## config.mk

```make
export PLATFORM = sky130hd
export DESIGN_NAME = oneshot_down_timer
export DESIGN_NICKNAME = d
export VERILOG_FILES = /design/src/rtl/ost_pkg.sv /design/src/rtl/ost_mode_reg.sv /design/src/rtl/ost_prescaler.sv /design/src/rtl/ost_counter.sv /design/src/rtl/ost_event.sv /design/src/rtl/oneshot_down_timer.sv
export SDC_FILE = /design/constraint.sdc
export NUM_CORES = 1
export LEC_CHECK = 0
export ABC_AREA = 1
export ABC_CLOCK_PERIOD_IN_PS = 5200
export BUFFER_PORTS_ARGS = -buffer_cell sky130_fd_sc_hd__buf_2
export CORE_MARGIN = 2
export CORE_UTILIZATION = 58
export DETAILED_ROUTE_END_ITERATION = 6
export GPL_TIMING_DRIVEN = 0
export PLACE_DENSITY = 0.84
export RECOVER_POWER = 50
export SLEW_MARGIN = 20
export SYNTH_ARGS = -nofsm -noshare
export SYNTH_HDL_FRONTEND = slang
export SYNTH_SLANG_ARGS = --single-unit
```

## constraint.sdc

```tcl
create_clock -name clk -period 5.2 [get_ports clk]
set_clock_uncertainty 0.15 [all_clocks]
set_input_delay 0 -clock clk [delete_from_list [all_inputs] [get_ports clk]]
set_output_delay 0 -clock clk [all_outputs]
set_load 0.005 [all_outputs]
```

## src/rtl/ost_pkg.sv

```systemverilog
package ost_pkg;
  localparam int CNT_W    = 8;
  localparam int NIB_W    = 4;
  localparam int NIBS     = CNT_W / NIB_W;
  localparam int MODE_W   = 4;
  localparam int START_B  = 3;
  localparam int CSEL_B   = 0;
endpackage

```

## src/rtl/ost_mode_reg.sv

```systemverilog
module ost_mode_reg
  import ost_pkg::*;
(
  input  logic              clk,
  input  logic              rst,
  input  logic              mode_wr,
  input  logic [MODE_W-1:0] mode_data,
  input  logic              any_load,
  input  logic              underflow,
  output logic              start_pulse,
  output logic              run_q,
  output logic              csel_q
);
  assign start_pulse = mode_wr && mode_data[START_B] && !any_load;

  always_ff @(posedge clk) begin
    if (rst) begin
      run_q <= 1'b0;
    end else if (any_load) begin
      run_q <= 1'b0;
    end else if (mode_wr) begin
      run_q <= mode_data[START_B];
    end else if (underflow) begin
      run_q <= 1'b0;
    end
  end

  always_ff @(posedge clk) begin
    if (rst) begin
      csel_q <= 1'b0;
    end else if (mode_wr) begin
      csel_q <= mode_data[CSEL_B];
    end
  end


  load_stops_chk: assert property (@(posedge clk) disable iff (rst)
    any_load |=> !run_q);


  underflow_stops_chk: assert property (@(posedge clk) disable iff (rst)
    (underflow && !mode_wr) |=> !run_q);


  stop_write_chk: assert property (@(posedge clk) disable iff (rst)
    (mode_wr && !mode_data[START_B]) |=> !run_q);
endmodule

```

## src/rtl/ost_prescaler.sv

```systemverilog
module ost_prescaler #(
  parameter int DIV_FAST = 4,
  parameter int DIV_SLOW = 1024
) (
  input  logic clk,
  input  logic rst,
  input  logic run,
  input  logic csel,
  input  logic restart,
  output logic tick
);
  localparam int PW = (DIV_SLOW > DIV_FAST) ? $clog2(DIV_SLOW) : $clog2(DIV_FAST);
  localparam logic [PW-1:0] FAST_LAST = PW'(DIV_FAST - 1);
  localparam logic [PW-1:0] SLOW_LAST = PW'(DIV_SLOW - 1);

  logic [PW-1:0] pcnt_q;
  logic [PW-1:0] last;
  logic          at_last;

  assign last    = csel ? SLOW_LAST : FAST_LAST;
  assign at_last = (pcnt_q >= last);
  assign tick    = run && !restart && at_last;

  always_ff @(posedge clk) begin
    if (rst || restart || !run) begin
      pcnt_q <= '0;
    end else if (at_last) begin
      pcnt_q <= '0;
    end else begin
      pcnt_q <= pcnt_q + 1'b1;
    end
  end

  initial begin
    if (DIV_FAST < 2 || DIV_SLOW < 2) begin
      $error("prescaler divisors must be at least 2");
    end
  end


  tick_spacing_chk: assert property (@(posedge clk) disable iff (rst)
    tick |=> !tick);
endmodule

```

## src/rtl/ost_counter.sv

```systemverilog
module ost_counter
  import ost_pkg::*;
(
  input  logic             clk,
  input  logic             rst,
  input  logic             ld_byte,
  input  logic [NIBS-1:0]  ld_nib,
  input  logic [CNT_W-1:0] ld_data,
  input  logic             tick,
  output logic             any_load,
  output logic             underflow,
  output logic [CNT_W-1:0] count_q
);
  logic [CNT_W-1:0] nib_mix;

  generate
    for (genvar g = 0; g < NIBS; g++) begin : g_lane
      assign nib_mix[g*NIB_W +: NIB_W] =
        ld_nib[g] ? ld_data[NIB_W-1:0] : count_q[g*NIB_W +: NIB_W];
    end
  endgenerate

  assign any_load  = ld_byte || (|ld_nib);
  assign underflow = tick && !any_load && (count_q == '0);

  always_ff @(posedge clk) begin
    if (rst) begin
      count_q <= '0;
    end else if (ld_byte) begin
      count_q <= ld_data;
    end else if (|ld_nib) begin
      count_q <= nib_mix;
    end else if (tick) begin
      count_q <= count_q - 1'b1;
    end
  end


  decrement_chk: assert property (@(posedge clk) disable iff (rst)
    (tick && !any_load) |=> count_q == CNT_W'($past(count_q) - 1'b1));


  hold_value_chk: assert property (@(posedge clk) disable iff (rst)
    (!tick && !any_load) |=> $stable(count_q));


  byte_load_chk: assert property (@(posedge clk) disable iff (rst)
    ld_byte |=> count_q == $past(ld_data));
endmodule

```

## src/rtl/ost_event.sv

```systemverilog
module ost_event (
  input  logic clk,
  input  logic rst,
  input  logic start_pulse,
  input  logic underflow,
  input  logic irq_en,
  input  logic hold_en,
  output logic evt_q,
  output logic irq_q,
  output logic hold_q
);
  always_ff @(posedge clk) begin
    if (rst) begin
      evt_q <= 1'b0;
    end else if (start_pulse) begin
      evt_q <= 1'b0;
    end else if (underflow) begin
      evt_q <= 1'b1;
    end
  end

  always_ff @(posedge clk) begin
    if (rst) begin
      irq_q  <= 1'b0;
      hold_q <= 1'b0;
    end else begin
      irq_q  <= evt_q && irq_en;
      hold_q <= evt_q && hold_en;
    end
  end


  flag_set_chk: assert property (@(posedge clk) disable iff (rst)
    (underflow && !start_pulse) |=> evt_q);


  flag_sticky_chk: assert property (@(posedge clk) disable iff (rst)
    (evt_q && !start_pulse) |=> evt_q);


  flag_clear_chk: assert property (@(posedge clk) disable iff (rst)
    start_pulse |=> !evt_q);
endmodule

```

## src/rtl/oneshot_down_timer.sv

```systemverilog
module oneshot_down_timer
  import ost_pkg::*;
#(
  parameter int DIV_FAST = 4,
  parameter int DIV_SLOW = 1024
) (
  input  logic              clk,
  input  logic              rst,
  input  logic              ld_byte,
  input  logic [NIBS-1:0]   ld_nib,
  input  logic [CNT_W-1:0]  ld_data,
  input  logic              mode_wr,
  input  logic [MODE_W-1:0] mode_data,
  input  logic              irq_en,
  input  logic              hold_en,
  output logic [CNT_W-1:0]  count_q,
  output logic              evt_flag,
  output logic              irq_req,
  output logic              hold_rel
);
  logic any_load;
  logic underflow;
  logic start_pulse;
  logic run_q;
  logic csel_q;
  logic tick;

  ost_mode_reg u_mode (
    .clk         (clk),
    .rst         (rst),
    .mode_wr     (mode_wr),
    .mode_data   (mode_data),
    .any_load    (any_load),
    .underflow   (underflow),
    .start_pulse (start_pulse),
    .run_q       (run_q),
    .csel_q      (csel_q)
  );

  ost_prescaler #(
    .DIV_FAST (DIV_FAST),
    .DIV_SLOW (DIV_SLOW)
  ) u_presc (
    .clk     (clk),
    .rst     (rst),
    .run     (run_q),
    .csel    (csel_q),
    .restart (start_pulse),
    .tick    (tick)
  );

  ost_counter u_cnt (
    .clk       (clk),
    .rst       (rst),
    .ld_byte   (ld_byte),
    .ld_nib    (ld_nib),
    .ld_data   (ld_data),
    .tick      (tick),
    .any_load  (any_load),
    .underflow (underflow),
    .count_q   (count_q)
  );

  ost_event u_evt (
    .clk         (clk),
    .rst         (rst),
    .start_pulse (start_pulse),
    .underflow   (underflow),
    .irq_en      (irq_en),
    .hold_en     (hold_en),
    .evt_q       (evt_flag),
    .irq_q       (irq_req),
    .hold_q      (hold_rel)
  );


  collision_chk: assert property (@(posedge clk) disable iff (rst)
    (tick && any_load && !evt_flag && !start_pulse) |=> !evt_flag);


  wrap_value_chk: assert property (@(posedge clk) disable iff (rst)
    underflow |=> count_q == '1);


  irq_follow_chk: assert property (@(posedge clk) disable iff (rst)
    (underflow && !start_pulse && !mode_wr && irq_en) |=> ##1 irq_req);
endmodule

```

Word level (Yosys, flattened, before mapping)
Cells that the tools add are included.

word-level totals
  latch bits = 0
  output and inout port bits = 11
  memory bits (writable) = 0
  memories = 0
  memory bits (read-only) = 0
  register bits after elaboration = 23

operators by class
  order comparisons = 1
  multipliers = 0
  $add $sub $neg = 2
  bitwise operators = 0
  divide/modulo/power cells = 0
  eq/ne operators = 2
  reductions and logical operators = 23
  shifts and indexed selects = 0
  muxes and demuxes = 8

operators with widths
  kind                                               count
  two-way mux 8 bit                                  3
  adder 10 x 1 -> 10 bit (second input constant)     1
  greater-or-equal comparator 10 bit                 1
  two-way mux 10 bit                                 1
  logical AND 1 bit                                  8
  zero test 8 bit                                    1
  two-way mux 4 bit                                  2
  OR reduction 2 bit                                 4
  subtractor 8 x 1 -> 8 bit (second input constant)  1
  != test 3 bit (second input constant)              2
  AND reduction 2 bit                                2
  zero test 1 bit                                    3
  logical OR 1 bit                                   3
  nonzero test 3 bit                                 1
  two-way mux 1 bit                                  2
  nonzero test 2 bit                                 1

Logic depth before layout (Yosys ltp)
  depth in word-level cells = 11
  mapped depth = 12

Modules after synthesis
A second synthesis with hierarchy kept.

unflattened totals
  cells, all modules = 221
  area, all modules = 1496.4 µm²

by module, submodules not included
  module         cells each  area an instance (µm²)  times used
  ost_counter    106         669.4                   1
  ost_prescaler  91          646.9                   1
  ost_event      12          93.8                    1
  ost_mode_reg   12          86.3                    1

Worst setup path before layout
Ideal clock, no wire load.

  path kind = flip-flop to flip-flop
  from = register u_mode.csel_q
  to = register u_cnt.count_q[0]
  library setup time = 115 ps
  required time = 4935 ps
  stages on the path, launching flop included = 10
  setup slack = 3434 ps
  buffers on the path = 0
  arrival time = 1501 ps
  path through = dfxtp_1 inv_1 ha_1 a21o_1 nor2_4 nand3_2 nand3_4 nand3_1 nand2_1 nor2_1

on the way
  word-level cells in the longest chain between the ends = 5

ends and longest elaborated chain
  element                             RTL line             text
  start: declaration                  ost_mode_reg.sv:12   output logic csel_q
  start signal: assignment            ost_mode_reg.sv:32   csel_q <= mode_data[CSEL_B];
  two-way mux 10 bit                  ost_prescaler.sv:20  assign last = csel ? SLOW_LAST : FAST_LAST;
  greater-or-equal comparator 10 bit  ost_prescaler.sv:21  assign at_last = (pcnt_q >= last);
  logical AND 1 bit                   ost_prescaler.sv:22  assign tick = run && !restart && at_last;
  nonzero test 3 bit (no line)        -
  AND reduction 2 bit (no line)       -
  end signal: assignment              ost_counter.sv:30    count_q <= ld_data;
  end signal: assignment              ost_counter.sv:32    count_q <= nib_mix;
  end signal: assignment              ost_counter.sv:34    count_q <= count_q - 1'b1;
  end: declaration                    ost_counter.sv:12    output logic [CNT_W-1:0] count_q

No other way between the ends.
A chain may end at the register's enable or synchronous reset.

Final worst setup path
  from = register u_cnt.count_q[2]
  to = register u_cnt.count_q[7]

on the way
  word-level cells in the longest chain between the ends = 4

ends and longest elaborated chain
  element                    RTL line           text
  subtractor 8 x 1 -> 8 bit  ost_counter.sv:34
  two-way mux 8 bit          ost_counter.sv:33  end else if (tick) begin
  two-way mux 8 bit          ost_counter.sv:31  end else if (|ld_nib) begin
  two-way mux 8 bit          ost_counter.sv:29  end else if (ld_byte) begin

No other way between the ends. The select of a mux whose other input is x is not followed.

==> key figures <==
Yosys
  • Synth Register Bits: 23
  • EDFF count, synth: 0
  • Sequential share of the synthesized area: ~30%
  • Cells after Synth: around 210
  • FFs w/ async S/R, synth: 0%
  • Netlist cell types: 26
  • Cell Area, Synth: 0.00151 mm2
  • Syn nets: 242
  • Synth Warn #: 0
  • Syn_area_per_cell: 7.13 um2
  • Commonest register cell after synthesis: dfxtp_1

Routing
  • DRT iter0 DRCs: 74
  • Top sig layer: met4
  • Met1 wire length: around 1700 um
  • DR vias/cell: 5.44
  • Wire length on met3: roughly 280 um
  • Metal2 WL: 2090 um
  • DRC Markers: 0
  • Post-DRT Antenna Nets: 0
  • Drt pass-1 iters: 4
  • WL per Instance: 13.4 um
  • Final WL: 4170 um
  • DR vias: 1696

Clocking
  • Root Buffer: clkbuf_4
  • Htree depth: 1
  • PostCTS Resize Cnt: 0
  • CTS tree: done
  • Num Clock Sinks: 23
  • Clock transition at path regs: 0.15 ns
  • Deepest clock path buffer count: 2
  • CTS Buf Count: 3
  • Post-CTS Setup Bufs: 0
  • Latest clock arrival within the worst-skew pair: 0.35 ns
  • Hold Buf Count CTS: 39

Setup path
  • Buf/Inv on CP: 3
  • Setup crit start kind: flop
  • Req. time, crit path: approximately 5.3 ns
  • Slowest-stage cell, CP: dlygate4sd3_1
  • Slowest stage delay, CP: 0.56 ns
  • Worst Path Max Fanout: 5
  • Critical-path cell list: nor2_1 > nand2_1 > o21ai_0 > nand3_1 > nand2_1 > nand2_1 > dlygate4sd3_1 > a21oi_1 > dlygate4sd3_1 > nor2_1 > dlygate4sd3_1
  • Worst setup EP type: flop
  • CP delay by family, top: buffers and inverters
  • Kind of critical path: flop to flop
  • Arr. time, crit path: between 3 and 4 ns

Finish
  • Filler cell count: 144
  • Non-filler cells, final: ~310
  • Total Nets Final: between 300 and 400
  • ANT cells: 0
  • Share of cells above drive strength 1: 15.6%
  • Layout area overhead: 37.2%

STA
  • Worst-Margin Slew: ~0.55 ns
  • Final setup vio count: 0
  • Max_slew headroom: 63.0%
  • FMAX: 310 MHz
  • Final Hold Viols: 0
  • PnR worst setup slack: approximately 2.0 ns
  • Final max-slew violation count: 0
  • RSZ-0062 raised after global routing: false
  • Crit share post-route: roughly 62%
  • Setup tns final: 0 ns
  • Final min period: 3.23 ns

Worst hold path
  • Hold Path Class: input pin to flop

Power and ir drop
  • Pwr dens: 186 mW/mm2
  • P_leak: 0.935 nW
  • Max rail drop VDD: 187 uV

Placed design
  • Post-Place Cells: roughly 270
  • Detailed Place HPWL: 2240 um
  • Setup WS pre-CTS: between 3 and 4 ns
  • RePlAce Congestion: 0.871
  • Port Buffer Count: 27

Run status
  • Outcome: finished clean

Floorplanning
  • Die width: 55.1 um
  • Die height: about 55 um
  • Die area: 0.00303 mm2
  • Core area: between 0.002 and 0.0025 mm2
  • IO Count: 31
  • Initial Utilization: 61.0%
  • Row cnt: 18

Global routing
  • Vias in the first global route: 1573
  • Initial antenna violation count: 0
  • Total track usage: 31.0%
  • Grt ovf: 0
  • Largest net degree at the start of global routing: 14
  • Global-route wire length before repair: 6630 um

Flow run
  • Maxcap violations: 0
## worst register-to-register path: cells and delay by family (launching register included)
family,cells,cell delay (ns)
simple gates,6,0.62
buf+inv,3,1.66
compound gates,2,0.29
flops,1,0.39
## placed cells by master (no fill, tap or decap)
cell type      Yosys  final
xnor2_1            2      2
inv_1             21     21
nand2_1           44     44
xor2_1             4      4
nor2_1            35     35
nor2_4             3      3
a21oi_1           18     18
nand2_2            2      2
clkbuf_4           0      3
nor3b_2            2      2
clkinv_2           0      1
nand3_2            3      3
nand4_1            3      4
o21ai_0            7      7
dfxtp_1           23     23
clkinv_1           1      1
nand2_4            1      1
clkbuf_1           0     11
nand3_1           16     16
ha_1              10     10
a21o_1             2      2
a21oi_2            1      1
nor3_2             3      3
buf_2              0     16
inv_2              3      3
buf_6              1      1
dlygate4sd3_1      0     39
a31oi_1            1      1
nand3_4            2      2
nor2_2             3      3
## worst paths after layout
check | start | end | slack, ns | cells past startpoint
worst max register to register | u_cnt.count_q[2] | u_cnt.count_q[7] | 1.97 | 11
worst max-delay path | u_cnt.count_q[2] | u_cnt.count_q[7] | 1.97 | 11
worst min register to register | u_presc.pcnt_q[0] | u_presc.pcnt_q[0] | 0.31 | 1
worst min-delay path | ld_byte | u_evt.evt_q | 0.11 | 6
## state kept, by name, summed over array words and instances (netlist names)
signal and cells:
u_mode.csel_q 1, u_evt.irq_q 1, u_evt.evt_q 1, u_mode.run_q 1, u_evt.hold_q 1, u_presc.pcnt_q 10
u_cnt.count_q 8
## cells by family (layout without fill, tap and decap cells)
logic type | count (synthesis) | after routing | synth area share, %
adders and majority gates | 10 | 10 | 8.28
DFF | 23 | 23 | 30.5
and+or+nand+nor | 118 | 118 | 40.6
buffers and inverters | 26 | 96 | 6.95
AOI/OAI and AO/OA | 29 | 29 | 10.3
xor gates and xnor gates | 6 | 6 | 3.48
## power by group
group | leakage (nW) | internal (mW) | total, mW | switching [mW]
Clock | 0.0177 | 0.0291 | 0.0917 | 0.0626
Sequential | 0.188 | 0.182 | 0.189 | 0.00698
Combinational | 0.730 | 0.0517 | 0.104 | 0.0528
Total | 0.935 | 0.263 | 0.385 | 0.122
## routing by layer
metal	vias to the layer above	GRT usage (%)
met3	20	10.2
li1	838	-
met2	69	54.6
met1	769	32.7
met4	0	16.3
met5	-	0
## synthesized netlist by cell type, types with 4 or more instances
master   instances  area share, %
inv_1           21            5.2
nand3_1         16            5.3
xor2_1           4            2.3
ha_1            10            8.3
nand2_1         44             11
nor2_1          35            8.7
dfxtp_1         23             30
o21ai_0          7            2.3
a21oi_1         18            6.0
## cell type report
| cell class | count | area, um2 | area share [%] |
|---|---|---|---|
| Multi-Input combinational cell | 163 | 931 | 44.9 |
| Timing Repair Buffer | 66 | 512 | 24.7 |
| Sequential cell | 23 | 460 | 22.2 |
| Inverter | 25 | 93.8 | 4.53 |
| Tap cell | 30 | 37.5 | 1.81 |
| Clock buffer | 3 | 22.5 | 1.09 |
| Buffer | 1 | 11.3 | 0.543 |
| Clock inverter | 1 | 5.00 | 0.241 |
## stage by stage
stage | util, % | total power [mW] | hold WS (ns) | cell area [um2]
after floorplan | - | 0.239 | -0.0782 | 1510
after global placement | 68.0 | 0.260 | 0.0649 | 1680
after detailed placement | 68.0 | 0.261 | 0.0657 | 1680
after CTS | 84.8 | 0.375 | 0.0769 | 2100
after global routing | 83.7 | 0.401 | 0.160 | 2070
final | 83.7 | 0.385 | 0.111 | 2070
Note: power is estimated with default switching activity, not from simulation.
